===== config.mk =====
export PLATFORM = sky130hd
export DESIGN_NAME = bus_watch_monitor
export DESIGN_NICKNAME = d
export VERILOG_FILES = /design/src/rtl/bw_pkg.sv /design/src/rtl/bw_timer.sv /design/src/rtl/bw_ctrl.sv /design/src/rtl/bus_watch_monitor.sv
export SDC_FILE = /design/constraint.sdc
export NUM_CORES = 1
export LEC_CHECK = 0
export BUFFER_PORTS_ARGS = -buffer_cell sky130_fd_sc_hd__buf_2
export CAP_MARGIN = 20
export CORE_AREA = 2 2 39 41
export CTS_BUF_LIST = sky130_fd_sc_hd__clkbuf_16
export CTS_CLUSTER_SIZE = 12
export DETAILED_ROUTE_END_ITERATION = 16
export DIE_AREA = 0 0 41 43
export HOLD_SLACK_MARGIN = 0.1
export PLACE_DENSITY_LB_ADDON = 0.25
export SLEW_MARGIN = 20
export SYNTH_ARGS = -nofsm -noshare
export SYNTH_HDL_FRONTEND = slang
export SYNTH_HIERARCHICAL = 1
export SYNTH_SLANG_ARGS = --single-unit

===== constraint.sdc =====
create_clock -name clk -period 1.79 [get_ports clk]
set_input_delay 0.358 -clock clk [delete_from_list [all_inputs] [get_ports clk]]
set_output_delay 0.358 -clock clk [all_outputs]
set_load 0.005 [all_outputs]

===== src/rtl/bw_pkg.sv =====
package bw_pkg;
  typedef enum logic {BW_IDLE = 1'b0, BW_WATCH = 1'b1} bw_state_e;

  // Next value of the watch counter (no wrap needed: it stops at the limit)
  function automatic logic [15:0] bw_step(input logic [15:0] cur);
    return cur + 16'd1;
  endfunction

  // True when the counter has reached its terminal value
  function automatic logic bw_at_end(input logic [15:0] cur, input int unsigned lim);
    return cur == 16'(lim);
  endfunction
endpackage


===== src/rtl/bw_timer.sv =====
module bw_timer #(
  parameter int CNT_W = 5,
  parameter int LIMIT = (1 << CNT_W) - 1
) (
  input  logic             clk,
  input  logic             rst_n,
  input  logic             clear,
  input  logic             advance,
  output logic [CNT_W-1:0] count,
  output logic             at_limit
);
  import bw_pkg::*;
  localparam int PADW = 16 - CNT_W;

  logic [15:0] wide_cnt;
  assign wide_cnt = {{PADW{1'b0}}, count};
  assign at_limit = bw_at_end(wide_cnt, LIMIT);

  always_ff @(posedge clk or negedge rst_n) begin
    if (!rst_n)       count <= '0;
    else if (clear)   count <= '0;
    else if (advance) count <= bw_step(wide_cnt)[CNT_W-1:0];
  end

  AST_COUNT_BOUND: assert property (@(posedge clk) disable iff (!rst_n)
    count <= CNT_W'(LIMIT));
  AST_HOLD_AT_END: assert property (@(posedge clk) disable iff (!rst_n)
    at_limit && !clear |=> count == CNT_W'(LIMIT));
endmodule


===== src/rtl/bw_ctrl.sv =====
module bw_ctrl (
  input  logic clk,
  input  logic rst_n,
  input  logic watch_en,
  input  logic acc_start,
  input  logic ext_term,
  input  logic ext_ready,
  input  logic at_limit,
  output logic watching,
  output logic clear,
  output logic advance,
  output logic fire
);
  import bw_pkg::*;

  bw_state_e state, state_nx;
  logic      start_ext;
  logic      stop_watch;

  assign watching   = (state == BW_WATCH);
  assign start_ext  = acc_start && ext_term && watch_en;
  assign fire       = watching && watch_en && !ext_ready && at_limit;
  assign stop_watch = watching && (!watch_en || ext_ready || fire);
  assign clear      = acc_start;
  assign advance    = watching && !acc_start && watch_en && !ext_ready && !at_limit;

  always_comb begin
    state_nx = state;
    if (acc_start)       state_nx = start_ext ? BW_WATCH : BW_IDLE;
    else if (stop_watch) state_nx = BW_IDLE;
  end

  always_ff @(posedge clk or negedge rst_n) begin
    if (!rst_n) state <= BW_IDLE;
    else        state <= state_nx;
  end

  AST_INTERNAL_NO_ARM: assert property (@(posedge clk) disable iff (!rst_n)
    acc_start && !ext_term |=> !watching);
  AST_DISABLED_NO_ARM: assert property (@(posedge clk) disable iff (!rst_n)
    !watch_en |=> !watching);
  AST_IDLE_AFTER_FIRE: assert property (@(posedge clk) disable iff (!rst_n)
    fire && !acc_start |=> !watching);
endmodule


===== src/rtl/bus_watch_monitor.sv =====
module bus_watch_monitor #(
  parameter int CNT_W = 5,
  parameter int LIMIT = (1 << CNT_W) - 1
) (
  input  logic clk,
  input  logic rst_n,
  input  logic watch_en,
  input  logic acc_start,
  input  logic ext_term,
  input  logic ext_ready,
  output logic inj_ready,
  output logic bus_err
);
  logic             timer_clear;
  logic             timer_adv;
  logic [CNT_W-1:0] timer_count;
  logic             timer_at_limit;
  logic             watch_active;
  logic             timeout_fire;

  bw_ctrl u_ctrl (
    .clk       (clk),
    .rst_n     (rst_n),
    .watch_en  (watch_en),
    .acc_start (acc_start),
    .ext_term  (ext_term),
    .ext_ready (ext_ready),
    .at_limit  (timer_at_limit),
    .watching  (watch_active),
    .clear     (timer_clear),
    .advance   (timer_adv),
    .fire      (timeout_fire)
  );

  bw_timer #(.CNT_W(CNT_W), .LIMIT(LIMIT)) u_timer (
    .clk      (clk),
    .rst_n    (rst_n),
    .clear    (timer_clear),
    .advance  (timer_adv),
    .count    (timer_count),
    .at_limit (timer_at_limit)
  );

  always_ff @(posedge clk or negedge rst_n) begin
    if (!rst_n) begin
      inj_ready <= 1'b0;
      bus_err   <= 1'b0;
    end else begin
      inj_ready <= timeout_fire;
      bus_err   <= timeout_fire;
    end
  end

  AST_FIRE_AT_LIMIT: assert property (@(posedge clk) disable iff (!rst_n)
    $rose(inj_ready) |-> $past(timer_at_limit && watch_active));
  AST_ONE_CLOCK: assert property (@(posedge clk) disable iff (!rst_n)
    inj_ready |=> !inj_ready);
  AST_DISABLED_QUIET: assert property (@(posedge clk) disable iff (!rst_n)
    !watch_en |=> !bus_err);
  AST_READY_NO_ERR: assert property (@(posedge clk) disable iff (!rst_n)
    ext_ready |=> !bus_err);
  AST_ERR_PAIRED: assert property (@(posedge clk) disable iff (!rst_n)
    bus_err == inj_ready);
  AST_RESTART_ZERO: assert property (@(posedge clk) disable iff (!rst_n)
    acc_start |=> timer_count == '0);
endmodule


# Word-level counts from Yosys, hierarchy flattened
# Index checks and enable logic that the tools add are counted.
dict set report totals {
  out_inout_bits 2
  inputBits 6
  wordCells 28
  regBits 7
}
dict set report classes {
  n_reduce_logical 18
  muxes 5
  eq_ne 1
  add_sub_neg 1
}
# operator n
set op_table {}
lappend op_table {{logical AND 1 bit} 10}
lappend op_table {{two-way mux 5 bit} 2}
lappend op_table {{adder 5 x 1 -> 5 bit, second input constant} 1}
lappend op_table {{== test 5 bit, second input constant} 1}
lappend op_table {{zero test 1 bit} 4}
lappend op_table {{nonzero test 2 bit} 2}
lappend op_table {{two-way mux 1 bit} 3}
lappend op_table {{logical OR 1 bit} 2}

# Longest topological paths before layout
dict set report logic_depth {
  depth_word 7
  mapped_depth 7
  ltp_nobuf 6
}

# Cells and area by module
# Netlist, hierarchy kept.
# mod n_inst area_each_um2 seq_area_each_um2 cells_per_inst
set modules_own_cells {}
lappend modules_own_cells {bw_timer 1 276.5 125.1 22}
lappend modules_own_cells {bw_ctrl 1 73.8 25.0 9}
lappend modules_own_cells {bus_watch_monitor 1 32.5 25.0 2}

# Worst setup path after synthesis
# OpenSTA, ideal clock, no wires.
dict set report synth_path {
  kind {register -> register}
  from {register u_timer.count[0]}
  to {register u_timer.count[3]}
  setup_ps 125
  path_stages_with_launch 8
  setup_slack_ps -87
  arrival_ps 1752
  path_buffers 1
  cell_sequence {dfrtp_1 > ha_1 > and3_1 > ha_1 > nor3_1 > buf_6 > nand4_4 > mux2_4}
}
dict set report synth_via {
  elab_chain_len 4
  word_cells_on_any_way 7
  cone_classes {1 x add/sub; 1 x eq/ne; 2 x mux; 3 x reduce/logical}
}
# item line_no
set synth_rtl {}
lappend synth_rtl {{from (decl)} bw_timer.sv:9} ;# output logic [CNT_W-1:0] count,
lappend synth_rtl {{from (signal assigned)} bw_timer.sv:22} ;# else if (advance) count <= bw_step(wide_cnt)[CNT_W-1:0];
lappend synth_rtl {{== test 5 bit} bw_pkg.sv:11} ;# return cur == 16'(lim);
lappend synth_rtl {{via timer_at_limit} bus_watch_monitor.sv:17} ;# logic timer_at_limit;
lappend synth_rtl {{zero test 1 bit} bw_ctrl.sv:25} ;# assign advance = watching && !acc_start && watch_en && !ext_ready && !at_limit;
lappend synth_rtl {{logical AND 1 bit} bw_ctrl.sv:25}
lappend synth_rtl {{via timer_adv} bus_watch_monitor.sv:15} ;# logic timer_adv;
lappend synth_rtl {{nonzero test 2 bit (no line)} -}
# The timed path passes the listed nets, and every way through them passes these cells. The select of a mux whose other input is x is not followed.
# A chain may end at the register's enable or synchronous reset.

# Final worst setup path
dict set report layout_path {
  from {register u_timer.count[1]}
  to {register u_timer.count[3]}
}
# Same word-level chain as after synthesis.

==> impl_metrics.ini <==
[run_status]
outcome = finished, final reports clean

[die]
start_util = 0.2767
die_area_mm2 = 0.001763
die_w_um = 41
ios = 8
die_height_um = 43
num_rows = 14
fp.coreArea_mm2 = 0.001384

[detailed_routing]
via_per_inst = 4.609
wl_um = 815
drt_first_pass_iters = 4
wl_per_cell_um = 12.73
ant_nets = 0
drc = 0
vias = 295
drtIter0Drc = 12

[layout]
diodes = 0
syn_to_final_growth_pct = 51.63
layout.cells.non_filler = 64
drive_above_1_share = 0.4583
fin_nets = 57
post-route-util = 0.4195
design_area_um2 = 580.6
final_cell_mix = 7 x dfrtp_1, 7 x buf_2, 5 x nor2_1, 5 x buf_4, 3 x clkbuf_16

[worst_setup_path]
r2r-end = u_timer/count[3]
slowest_stage = dfrtp_1
crit_buf_inv = 0
crit_family = simple AND/OR/NAND/NOR gates
worstSetupEndpoint = u_timer/count[3]
path_max_fanout = 3
startpoint_type = register
end_kind = register
rr_startpoint = u_timer/count[1]
critPathMaxStageDelay_ns = 0.39
reg2reg_depth = 6
worst-path-stages = 6
cp_cell_sequence = ha_2, and3_4, ha_4, nor3_4, nand4_4, mux2_4
rrSetupSlack_ns = 0.06
required_ns = 1.90
critPathLaunch = u_timer/count[1]
path_class = register to register
cp.arrival_ns = 1.84

[synth]
synth-seq-area-share = 0.4575
syn_inst = 33
yosysTopAreaCell = dfrtp_1
synth.avg_cell_area_um2 = 11.60
yosys.cell_types.count = 19
synth_area_leaders = dfrtp_1 46%, ha_1 6.5%, nand4_4 5.6%
synthDominantCellAreaShare = 0.4575
syn_nets = 41
yosys_warnings = 6
syn_area_um2 = 382.9
ys_ff_latch = 7

[clock_network]
cts_tree = yes
cts_buffers = 3
htree_levels = 1
clock_tree.buffer_depth = 2
root_buffer = clkbuf_16
clk_pin_slew_ns = 0.04
clock_latency_ns = 0.23
cts_sinks = 7

[min_path]
hold_path_class = input pin to register
holdPathStages = 3

[placement]
routabilityCongestion = 0.6819
placedCellCount = 56
post-place-ws_ns = -0.03928
detailed_place_hpwl_um = 598.3
placed_cell_area_um2 = 441.7
port_buffers = 7

[timing]
finalClockSkew_ns = 0.001278
slew_headroom = 0.8414
final_max_slew_viol_count = 0
finalSetupViolations = 0
setup_ws_ns = 0.06230
period_needed_ns = 1.728
hold_viol = 0
fin_crit_sh = 0.9652
fmax_ghz = 0.5788
tightest_slew_ns = 0.2371

[power]
p_per_area_mw_per_mm2 = 965.6
p_sw_frac = 0.1780
power.switching_uw = 99.79
ir_drop_mv = 0.7365
clockPowerShare = 0.675
p_total_uw = 560.6
comb_power_share = 0.037
seqPwrFrac = 0.288
p_int_uw = 460.8
p_leak_nw = 0.2826

[grt]
grt-ovfl-total = 0
grt.total_usage = 0.1113
antenna_found_initial = 0
first_global_vias = 309
grt_pass1_wl_um = 1262
grt_max_degree = 10

[flow_run]
drv_cap = 0
-- worst min path at each step --
stage,startpoint,to,slack [ns]
final,ext_term,u_ctrl/watching,0.38
after CTS,ext_term,u_ctrl/watching,0.38
after floorplan,rst_n,bus_err,0.06
after global placement,rst_n,u_timer/count[4],0.20
after detailed placement,rst_n,bus_err,0.20
after global routing,ext_term,u_ctrl/watching,0.40
-- tightest hold or removal path: cells and delay by family --
| kind | cells | cell delay (ns) |
|---|---|---|
| and+or+nand+nor | 1 | 0.06 |
| buffers and inverters | 1 | 0.10 |
| AOI/OAI and AO/OA | 1 | 0.06 |
-- flip-flops by register name (all words and copies together), names as in the netlist --
name / flops
u_ctrl/watching: 1
bus_err: 1
u_timer/count: 5
-- Yosys cell counts (all sizes together) --
cell and number:
nor2 5, nand3b 2, ha 2, a21boi 1, and3 1, a21bo 1, nand4 1, mux2 1
mux2i 2, buf 3, xnor2 1, a21oi 1, nor3 1, nand2 1, nor2b 1, inv 1
dfrtp 7, or4b 1
-- what timing repair did --
action	CTS	global route
hold endpoints to repair	7	0
gates resized for setup	1	4
gates cloned	0	0
pin swaps	1	2
setup endpoints to repair	3	4
setup buffers	0	3
hold buffers	1	0
-- power groups by stage --
| stage | clock network [mW] | registers (mW) | logic, mW |
|---|---|---|---|
| after CTS | 0.384 | 0.161 | 0.0207 |
| final | 0.378 | 0.161 | 0.0209 |
| after global placement | 0 | 0.163 | 0.0170 |
| after detailed placement | 0 | 0.163 | 0.0181 |
| after floorplan | 0 | 0.163 | 0.00790 |
| after global routing | 0.390 | 0.161 | 0.0232 |
-- cells by family (layout without fill, tap and decap cells) --
logic type,count (synthesis),count (layout),share of synthesized area
adder cells (fa/ha/maj),2,2,0.06535
XOR/XNOR,1,1,0.02288
AO/OA/AOI/OAI,3,3,0.05882
buffers and inverters,4,19,0.07841
flip-flops,7,7,0.4575
AND/OR/NAND/NOR,13,13,0.2255
multiplexers,3,3,0.09149
-- metrics by stage --
stage	hold WS (ns)	TNS, ns
floorplan	0.06241	0
global placement	0.2006	0
detailed placement	0.2024	-0.1018
CTS	0.3811	0
global route	0.4012	-0.02028
finish	0.3844	0
-- per-layer routing --
| metal | vias to the layer above | GRT usage | routed length [um] |
|---|---|---|---|
| met3 | 2 | 0.06283 | 59 |
| li1 | 143 | - | - |
| met5 | - | 0 | 0 |
| met2 | 9 | 0.1719 | 432 |
| met4 | 0 | 0.04000 | 17 |
| met1 | 141 | 0.1221 | 306 |
-- final cells by class --
type	count	area (um2)
inverter	1	3.754
sequential	7	175.2
multi-input combinational	22	209.0
tap	16	20.02
clock inverter	1	3.754
fill	127	803.3
clock buffer	3	75.07
timing repair buffer	14	93.84
Note: power is estimated with default switching activity, not from simulation.
